==> src/rtl/nvs_pkg.sv <==
package nvs_pkg;

    typedef enum logic [2:0] {
        OP_NONE      = 3'd0,
        OP_WRITE_REG = 3'd1,
        OP_COPY_ONE  = 3'd2,
        OP_COPY_ALL  = 3'd3,
        OP_STATUS    = 3'd4
    } nv_op_e;

    function automatic logic is_store_op(input logic [2:0] op);
        return (op == OP_WRITE_REG) || (op == OP_COPY_ONE) || (op == OP_COPY_ALL);
    endfunction

endpackage

==> src/rtl/nvs_capture.sv <==
module nvs_capture
    import nvs_pkg::*;
#(
    parameter int NUM_POTS = 4,
    parameter int NUM_REGS = 4,
    parameter int DATA_W   = 8,
    parameter int POT_W    = 2,
    parameter int REG_W    = 2
) (
    input  logic                       clk,
    input  logic                       rst_n,
    input  logic                       cmd_valid,
    input  logic [2:0]                 cmd_op,
    input  logic [POT_W-1:0]           cmd_pot,
    input  logic [REG_W-1:0]           cmd_reg,
    input  logic [DATA_W-1:0]          cmd_data,
    input  logic [NUM_POTS*DATA_W-1:0] wcr_flat,
    input  logic                       selected,
    input  logic                       busy,
    input  logic                       frame_end,
    output logic                       pending,
    output logic [NUM_POTS-1:0]        pot_mask,
    output logic [REG_W-1:0]           tgt_reg,
    output logic [NUM_POTS*DATA_W-1:0] data_flat
);

    typedef struct packed {
        logic                       pending;
        logic [NUM_POTS-1:0]        mask;
        logic [REG_W-1:0]           reg_idx;
        logic [NUM_POTS*DATA_W-1:0] data;
    } cap_t;

    cap_t cap_d, cap_q;
    logic accept;
    logic [NUM_POTS*DATA_W-1:0] spread_data;

    // Replicate the written byte into every slice; the mask picks the target.
    for (genvar p = 0; p < NUM_POTS; p++) begin : g_spread
        assign spread_data[p*DATA_W +: DATA_W] = cmd_data;
    end

    assign accept = cmd_valid && selected && !busy && is_store_op(cmd_op);

    always_comb begin
        cap_d = cap_q;
        if (frame_end) begin
            cap_d.pending = 1'b0;
        end
        if (accept) begin
            cap_d.pending = 1'b1;
            cap_d.reg_idx = cmd_reg;
            case (cmd_op)
                OP_WRITE_REG: begin
                    cap_d.mask = NUM_POTS'(1) << cmd_pot;
                    cap_d.data = spread_data;
                end
                OP_COPY_ONE: begin
                    cap_d.mask = NUM_POTS'(1) << cmd_pot;
                    cap_d.data = wcr_flat;
                end
                default: begin
                    cap_d.mask = '1;
                    cap_d.data = wcr_flat;
                end
            endcase
        end
    end

    always_ff @(posedge clk or negedge rst_n) begin
        if (!rst_n) begin
            cap_q <= '0;
        end else begin
            cap_q <= cap_d;
        end
    end

    assign pending   = cap_q.pending;
    assign pot_mask  = cap_q.mask;
    assign tgt_reg   = cap_q.reg_idx;
    assign data_flat = cap_q.data;

endmodule

==> src/rtl/nvs_timer.sv <==
module nvs_timer #(
    parameter int STORE_CYCLES = 500000,
    parameter int CNT_W        = 19
) (
    input  logic clk,
    input  logic rst_n,
    input  logic start,
    output logic busy,
    output logic done
);

    typedef struct packed {
        logic             busy;
        logic [CNT_W-1:0] left;
    } tmr_t;

    tmr_t tmr_d, tmr_q;

    assign done = tmr_q.busy && (tmr_q.left == '0);

    always_comb begin
        tmr_d = tmr_q;
        if (tmr_q.busy) begin
            if (tmr_q.left == '0) begin
                tmr_d.busy = 1'b0;
            end else begin
                tmr_d.left = tmr_q.left - CNT_W'(1);
            end
        end
        if (start && !tmr_q.busy) begin
            tmr_d.busy = 1'b1;
            tmr_d.left = CNT_W'(STORE_CYCLES - 1);
        end
    end

    always_ff @(posedge clk or negedge rst_n) begin
        if (!rst_n) begin
            tmr_q <= '0;
        end else begin
            tmr_q <= tmr_d;
        end
    end

    assign busy = tmr_q.busy;

endmodule

==> src/rtl/nvs_array.sv <==
module nvs_array #(
    parameter int NUM_POTS = 4,
    parameter int NUM_REGS = 4,
    parameter int DATA_W   = 8,
    parameter int POT_W    = 2,
    parameter int REG_W    = 2
) (
    input  logic                       clk,
    input  logic                       rst_n,
    input  logic                       commit,
    input  logic [NUM_POTS-1:0]        pot_mask,
    input  logic [REG_W-1:0]           tgt_reg,
    input  logic [NUM_POTS*DATA_W-1:0] data_flat,
    input  logic [POT_W-1:0]           rd_pot,
    input  logic [REG_W-1:0]           rd_reg,
    output logic [DATA_W-1:0]          rd_data
);

    typedef logic [NUM_POTS-1:0][NUM_REGS-1:0][DATA_W-1:0] mem_t;

    mem_t mem_d, mem_q;

    always_comb begin
        mem_d = mem_q;
        if (commit) begin
            for (int p = 0; p < NUM_POTS; p++) begin
                if (pot_mask[p]) begin
                    mem_d[p][tgt_reg] = data_flat[p*DATA_W +: DATA_W];
                end
            end
        end
    end

    always_ff @(posedge clk or negedge rst_n) begin
        if (!rst_n) begin
            mem_q <= '0;
        end else begin
            mem_q <= mem_d;
        end
    end

    assign rd_data = mem_q[rd_pot][rd_reg];

endmodule

==> src/rtl/nv_store_seq.sv <==
module nv_store_seq #(
    parameter int NUM_POTS     = 4,
    parameter int NUM_REGS     = 4,
    parameter int DATA_W       = 8,
    parameter int STORE_CYCLES = 500000
) (
    input  logic                          clk,
    input  logic                          rst_n,
    input  logic                          cs_n,
    input  logic                          wp_n,
    input  logic                          cmd_valid,
    input  logic [2:0]                    cmd_op,
    input  logic [$clog2(NUM_POTS)-1:0]   cmd_pot,
    input  logic [$clog2(NUM_REGS)-1:0]   cmd_reg,
    input  logic [DATA_W-1:0]             cmd_data,
    input  logic [NUM_POTS*DATA_W-1:0]    wcr_flat,
    input  logic [$clog2(NUM_POTS)-1:0]   rd_pot,
    input  logic [$clog2(NUM_REGS)-1:0]   rd_reg,
    output logic [DATA_W-1:0]             rd_data,
    output logic                          wip,
    output logic [DATA_W-1:0]             status_byte,
    output logic                          standby_ok
);

    localparam int POT_W = $clog2(NUM_POTS);
    localparam int REG_W = $clog2(NUM_REGS);
    localparam int CNT_W = $clog2(STORE_CYCLES + 1);

    typedef struct packed {
        logic cs_n;
    } top_t;

    top_t top_d, top_q;

    logic                       frame_end;
    logic                       start;
    logic                       pending;
    logic                       done;
    logic [NUM_POTS-1:0]        pot_mask;
    logic [REG_W-1:0]           tgt_reg;
    logic [NUM_POTS*DATA_W-1:0] data_flat;

    // Release of chip select: high now, low at the previous edge.
    assign frame_end = cs_n && !top_q.cs_n;
    assign start     = frame_end && pending && wp_n;

    always_comb begin
        top_d      = top_q;
        top_d.cs_n = cs_n;
    end

    always_ff @(posedge clk or negedge rst_n) begin
        if (!rst_n) begin
            top_q <= '{cs_n: 1'b1};
        end else begin
            top_q <= top_d;
        end
    end

    nvs_capture #(
        .NUM_POTS(NUM_POTS), .NUM_REGS(NUM_REGS), .DATA_W(DATA_W),
        .POT_W(POT_W), .REG_W(REG_W)
    ) u_capture (
        .clk(clk), .rst_n(rst_n),
        .cmd_valid(cmd_valid), .cmd_op(cmd_op), .cmd_pot(cmd_pot),
        .cmd_reg(cmd_reg), .cmd_data(cmd_data), .wcr_flat(wcr_flat),
        .selected(!cs_n), .busy(wip), .frame_end(frame_end),
        .pending(pending), .pot_mask(pot_mask), .tgt_reg(tgt_reg),
        .data_flat(data_flat)
    );

    nvs_timer #(
        .STORE_CYCLES(STORE_CYCLES), .CNT_W(CNT_W)
    ) u_timer (
        .clk(clk), .rst_n(rst_n), .start(start), .busy(wip), .done(done)
    );

    nvs_array #(
        .NUM_POTS(NUM_POTS), .NUM_REGS(NUM_REGS), .DATA_W(DATA_W),
        .POT_W(POT_W), .REG_W(REG_W)
    ) u_array (
        .clk(clk), .rst_n(rst_n), .commit(done), .pot_mask(pot_mask),
        .tgt_reg(tgt_reg), .data_flat(data_flat),
        .rd_pot(rd_pot), .rd_reg(rd_reg), .rd_data(rd_data)
    );

    assign status_byte = {{(DATA_W-1){1'b0}}, wip};
    assign standby_ok  = cs_n && !wip;

endmodule

==> config.mk <==
export PLATFORM = sky130hd
export DESIGN_NAME = nv_store_seq
export DESIGN_NICKNAME = d
export VERILOG_FILES = /design/src/rtl/nvs_pkg.sv /design/src/rtl/nvs_capture.sv /design/src/rtl/nvs_timer.sv /design/src/rtl/nvs_array.sv /design/src/rtl/nv_store_seq.sv
export SDC_FILE = /design/constraint.sdc
export NUM_CORES = 1
export LEC_CHECK = 0
export BUFFER_PORTS_ARGS = -buffer_cell sky130_fd_sc_hd__clkbuf_2
export CAP_MARGIN = 40
export CORE_AREA = 10 10 173 175
export CTS_CLUSTER_SIZE = 24
export DETAILED_ROUTE_END_ITERATION = 8
export DIE_AREA = 0 0 183 185
export GPL_TIMING_DRIVEN = 0
export RECOVER_POWER = 25
export SETUP_SLACK_MARGIN = 0.02
export SYNTH_ARGS = -nofsm -noshare
export SYNTH_HDL_FRONTEND = slang
export SYNTH_HIERARCHICAL = 1
export SYNTH_SLANG_ARGS = --single-unit
==> constraint.sdc <==
create_clock -name clk -period 7.3 [get_ports clk]
set_input_delay 1.46 -clock clk [delete_from_list [all_inputs] [get_ports clk]]
set_output_delay 1.46 -clock clk [all_outputs]
set_load 0.02 [all_outputs]
==> results.ini <==
[sta]
worstMarginPinSlew_ps = 847
rsz0062_at_grt = no
fmax_mhz = 226
skew_ps = 21.3
hold_viol_final = 0
hold_ws_ps = 495
finalMaxSlewViolations = 0
finalCriticalPeriod_ps = 4420
finalSetupTns_ps = 0
finalSetupViolations = 0
period_share_pct = 60.5
relSlewSlack_pct = 43.4

[pwr]
p_leak_nw = 5.12
ir_drop_v = 0.000147
powerDensity_mw_per_mm2 = 195

[global_routing]
antenna_found_initial = 1
grt_max_degree = 96
grt_pass1_vias = 5857
grt_pass1_wl_mm = 37.2
gr-usage-all-layers_pct = 14.9
overflow = 0

[floorplan]
coreArea_mm2 = 0.0266
die_x_um = 183
fp.dieArea_mm2 = 0.0339
die_h_um = 185
num_rows = 60
start_util_pct = 34.6
ios = 74

[synth]
syn_inst = 619
yosysUniqueCellTypes = 61
synth.mux.area_fraction_pct = 30.0
synth_area_mm2 = 0.00918
synth_top_family_by_area = multiplexers
avgSynthCellArea_um2 = 14.8
synthXorXnorAreaFrac_pct = 0.191
yosysSeqAreaShare_pct = 51.2
yosys_warnings = 6
synth_compound_area_share_pct = 6.55
synth_fa_ha_area_share_pct = 0.272
synth-simple-area-share_pct = 7.98
ys_ff_latch = 188

[finish]
largest_register = u_array/mem_q
multiInputGateArea_mm2 = 0.00415
drive_above_1_share_pct = 46.8
n_fill_cell = 2540
layout.cells.most_common = dfrtp_1
finalNetCount = 772
largest_reg_flops = 128
antenna_cells = 0
register_area_mm2 = 0.00471
final_cell_mix = 187 x dfrtp_1, 127 x mux2_2, 62 x clkbuf_2, 32 x a22o_1, 31 x mux2_4
final_util_pct = 39.8
syn2layout_area_growth_pct = 15.2

[detailed_routing]
drc = 0
num_vias = 5770
finalWirelength_mm = 24.9
ant_nets = 0
detail_route.wl_per_cell_um = 23.4
drt_iter0_drc = 391
routed_via_density = 5.40
drtPass1Iterations = 5

[clocking]
worstSkewPairLatency_ps = 440
cts_hold_buf = 0
cts_sinks = 188
cts_inserted_buffers = 17
clk_path_buf_depth = 2
cts_tree = built
clockRootBuffer = clkbuf_16
cts_resized = 0
cts-htree-levels = 4
post-cts-setup-buffers = 0
clk_pin_slew_ps = 70

[critical_path]
critical_path_required_ps = 5840
worstSetupPathType = in2out
startpoint_type = primary input
cp-end-kind = primary output
cp_max_fo = 10
crit_arrival_ps = 2960

[min_path]
hold_path_class = reg2reg

[place]
gp_congestion = 0.784
place_hpwl_mm = 16.9
port_buffers = 64

[run]
max_cap_violations = 0

[outcome]
status = completed

==> critical path, cell delays in order <==
cell	delay, ps
buf_6	110
buf_6	200
mux4_1	570
a22oi_1	250
nand2_1	160
clkbuf_2	190
==> path summary, 6_finish.rpt <==
check	start	end	slack [ps]	cells after the start
hold reg to reg	u_array/mem_q[78]	u_array/mem_q[78]	500	1
max in group asynchronous	rst_n	u_array/mem_q[101]	5290	2
setup / recovery	rd_pot[0]	rd_data[6]	2880	6
hold / removal	u_array/mem_q[78]	u_array/mem_q[78]	500	1
min in group asynchronous	rst_n	u_capture/data_flat[10]	1080	1
setup reg to reg	u_timer/tmr_q[0]	u_array/mem_q[57]	3960	10
==> routing by layer <==
| metal | vias up | global-route usage, % | share of wire [%] |
|---|---|---|---|
| li1 | 2554 | - | - |
| met2 | 182 | 21.7 | 44 |
| met4 | 2 | 3.70 | 1.8 |
| met3 | 28 | 4.84 | 7.3 |
| met5 | - | 0 | 0.052 |
| met1 | 3004 | 20.7 | 47 |
==> per-stage QoR <==
step | power [mW] | instances | setup slack [ps] | instance area [µm²]
finish | 2.06 | 1068 | 2880 | 10600
global route | 2.13 | 1068 | 2820 | 10600
CTS | 2.08 | 1068 | 2880 | 10600
detailed placement | 1.19 | 1036 | 2880 | 10000
global placement | 1.19 | 1030 | 1040 | 9950
floorplan | 1.12 | 625 | 3250 | 9210
==> Yosys cell counts (all sizes together) <==
cell           count  share of area [%]
a22oi             16                1.3
nor3b              1               0.14
mux2i              3               0.33
nand3             14                1.2
o311ai             3               0.29
nor4               4               0.50
nand4bb            1               0.30
nand2             20               0.84
conb               1              0.041
or2b               1              0.082
mux4              32                8.4
nand2b             4               0.35
o31ai              8               0.65
or2                1              0.068
dfrtp            187                 51
and2               2               0.14
dfstp              1               0.29
dlymetal6s2s       1               0.14
mux2             163                 21
and2b              1              0.082
ha                 2               0.27
o41ai              2               0.19
o211ai             2               0.16
o22ai              1              0.068
xnor2              1              0.095
inv                7               0.29
nor2              17               0.78
nor2b              7               0.48
a221oi             4               0.38
and4b              1               0.11
buf               34                2.9
nor3              19                1.4
and4bb             1               0.14
nand4              8               0.78
o21ai              4               0.34
a22o              32                3.1
or4                3               0.25
and3               2               0.14
a21oi              2               0.11
xor2               1              0.095
or3                2               0.19
clkdlybuf4s25      3               0.33
==> cell type report <==
cell class | instances | share of cell area [%]
Timing Repair Buffer | 70 | 3.85
Inverter | 7 | 0.248
Multi-Input combinational cell | 392 | 39.2
Buffer | 38 | 2.96
Clock inverter | 13 | 1.00
Tap cell | 341 | 4.03
Clock buffer | 19 | 4.28
Sequential cell | 188 | 44.5
==> logic make-up after synthesis <==
family / count (synthesis)
other: 1
XOR/XNOR: 2
adder cells (fa/ha/maj): 2
multiplexers: 198
AO/OA/AOI/OAI: 74
flip-flops: 188
AND/OR/NAND/NOR: 109
buffers and inverters: 45
==> report_power, final <==
part           switching [mW]  internal [mW]  leakage, nW
Sequential            0.00696           1.05         2.55
Combinational          0.0699         0.0467         2.29
Clock                   0.427          0.463        0.278
Total                   0.504           1.56         5.12
Power figures use the tool's default switching activity.
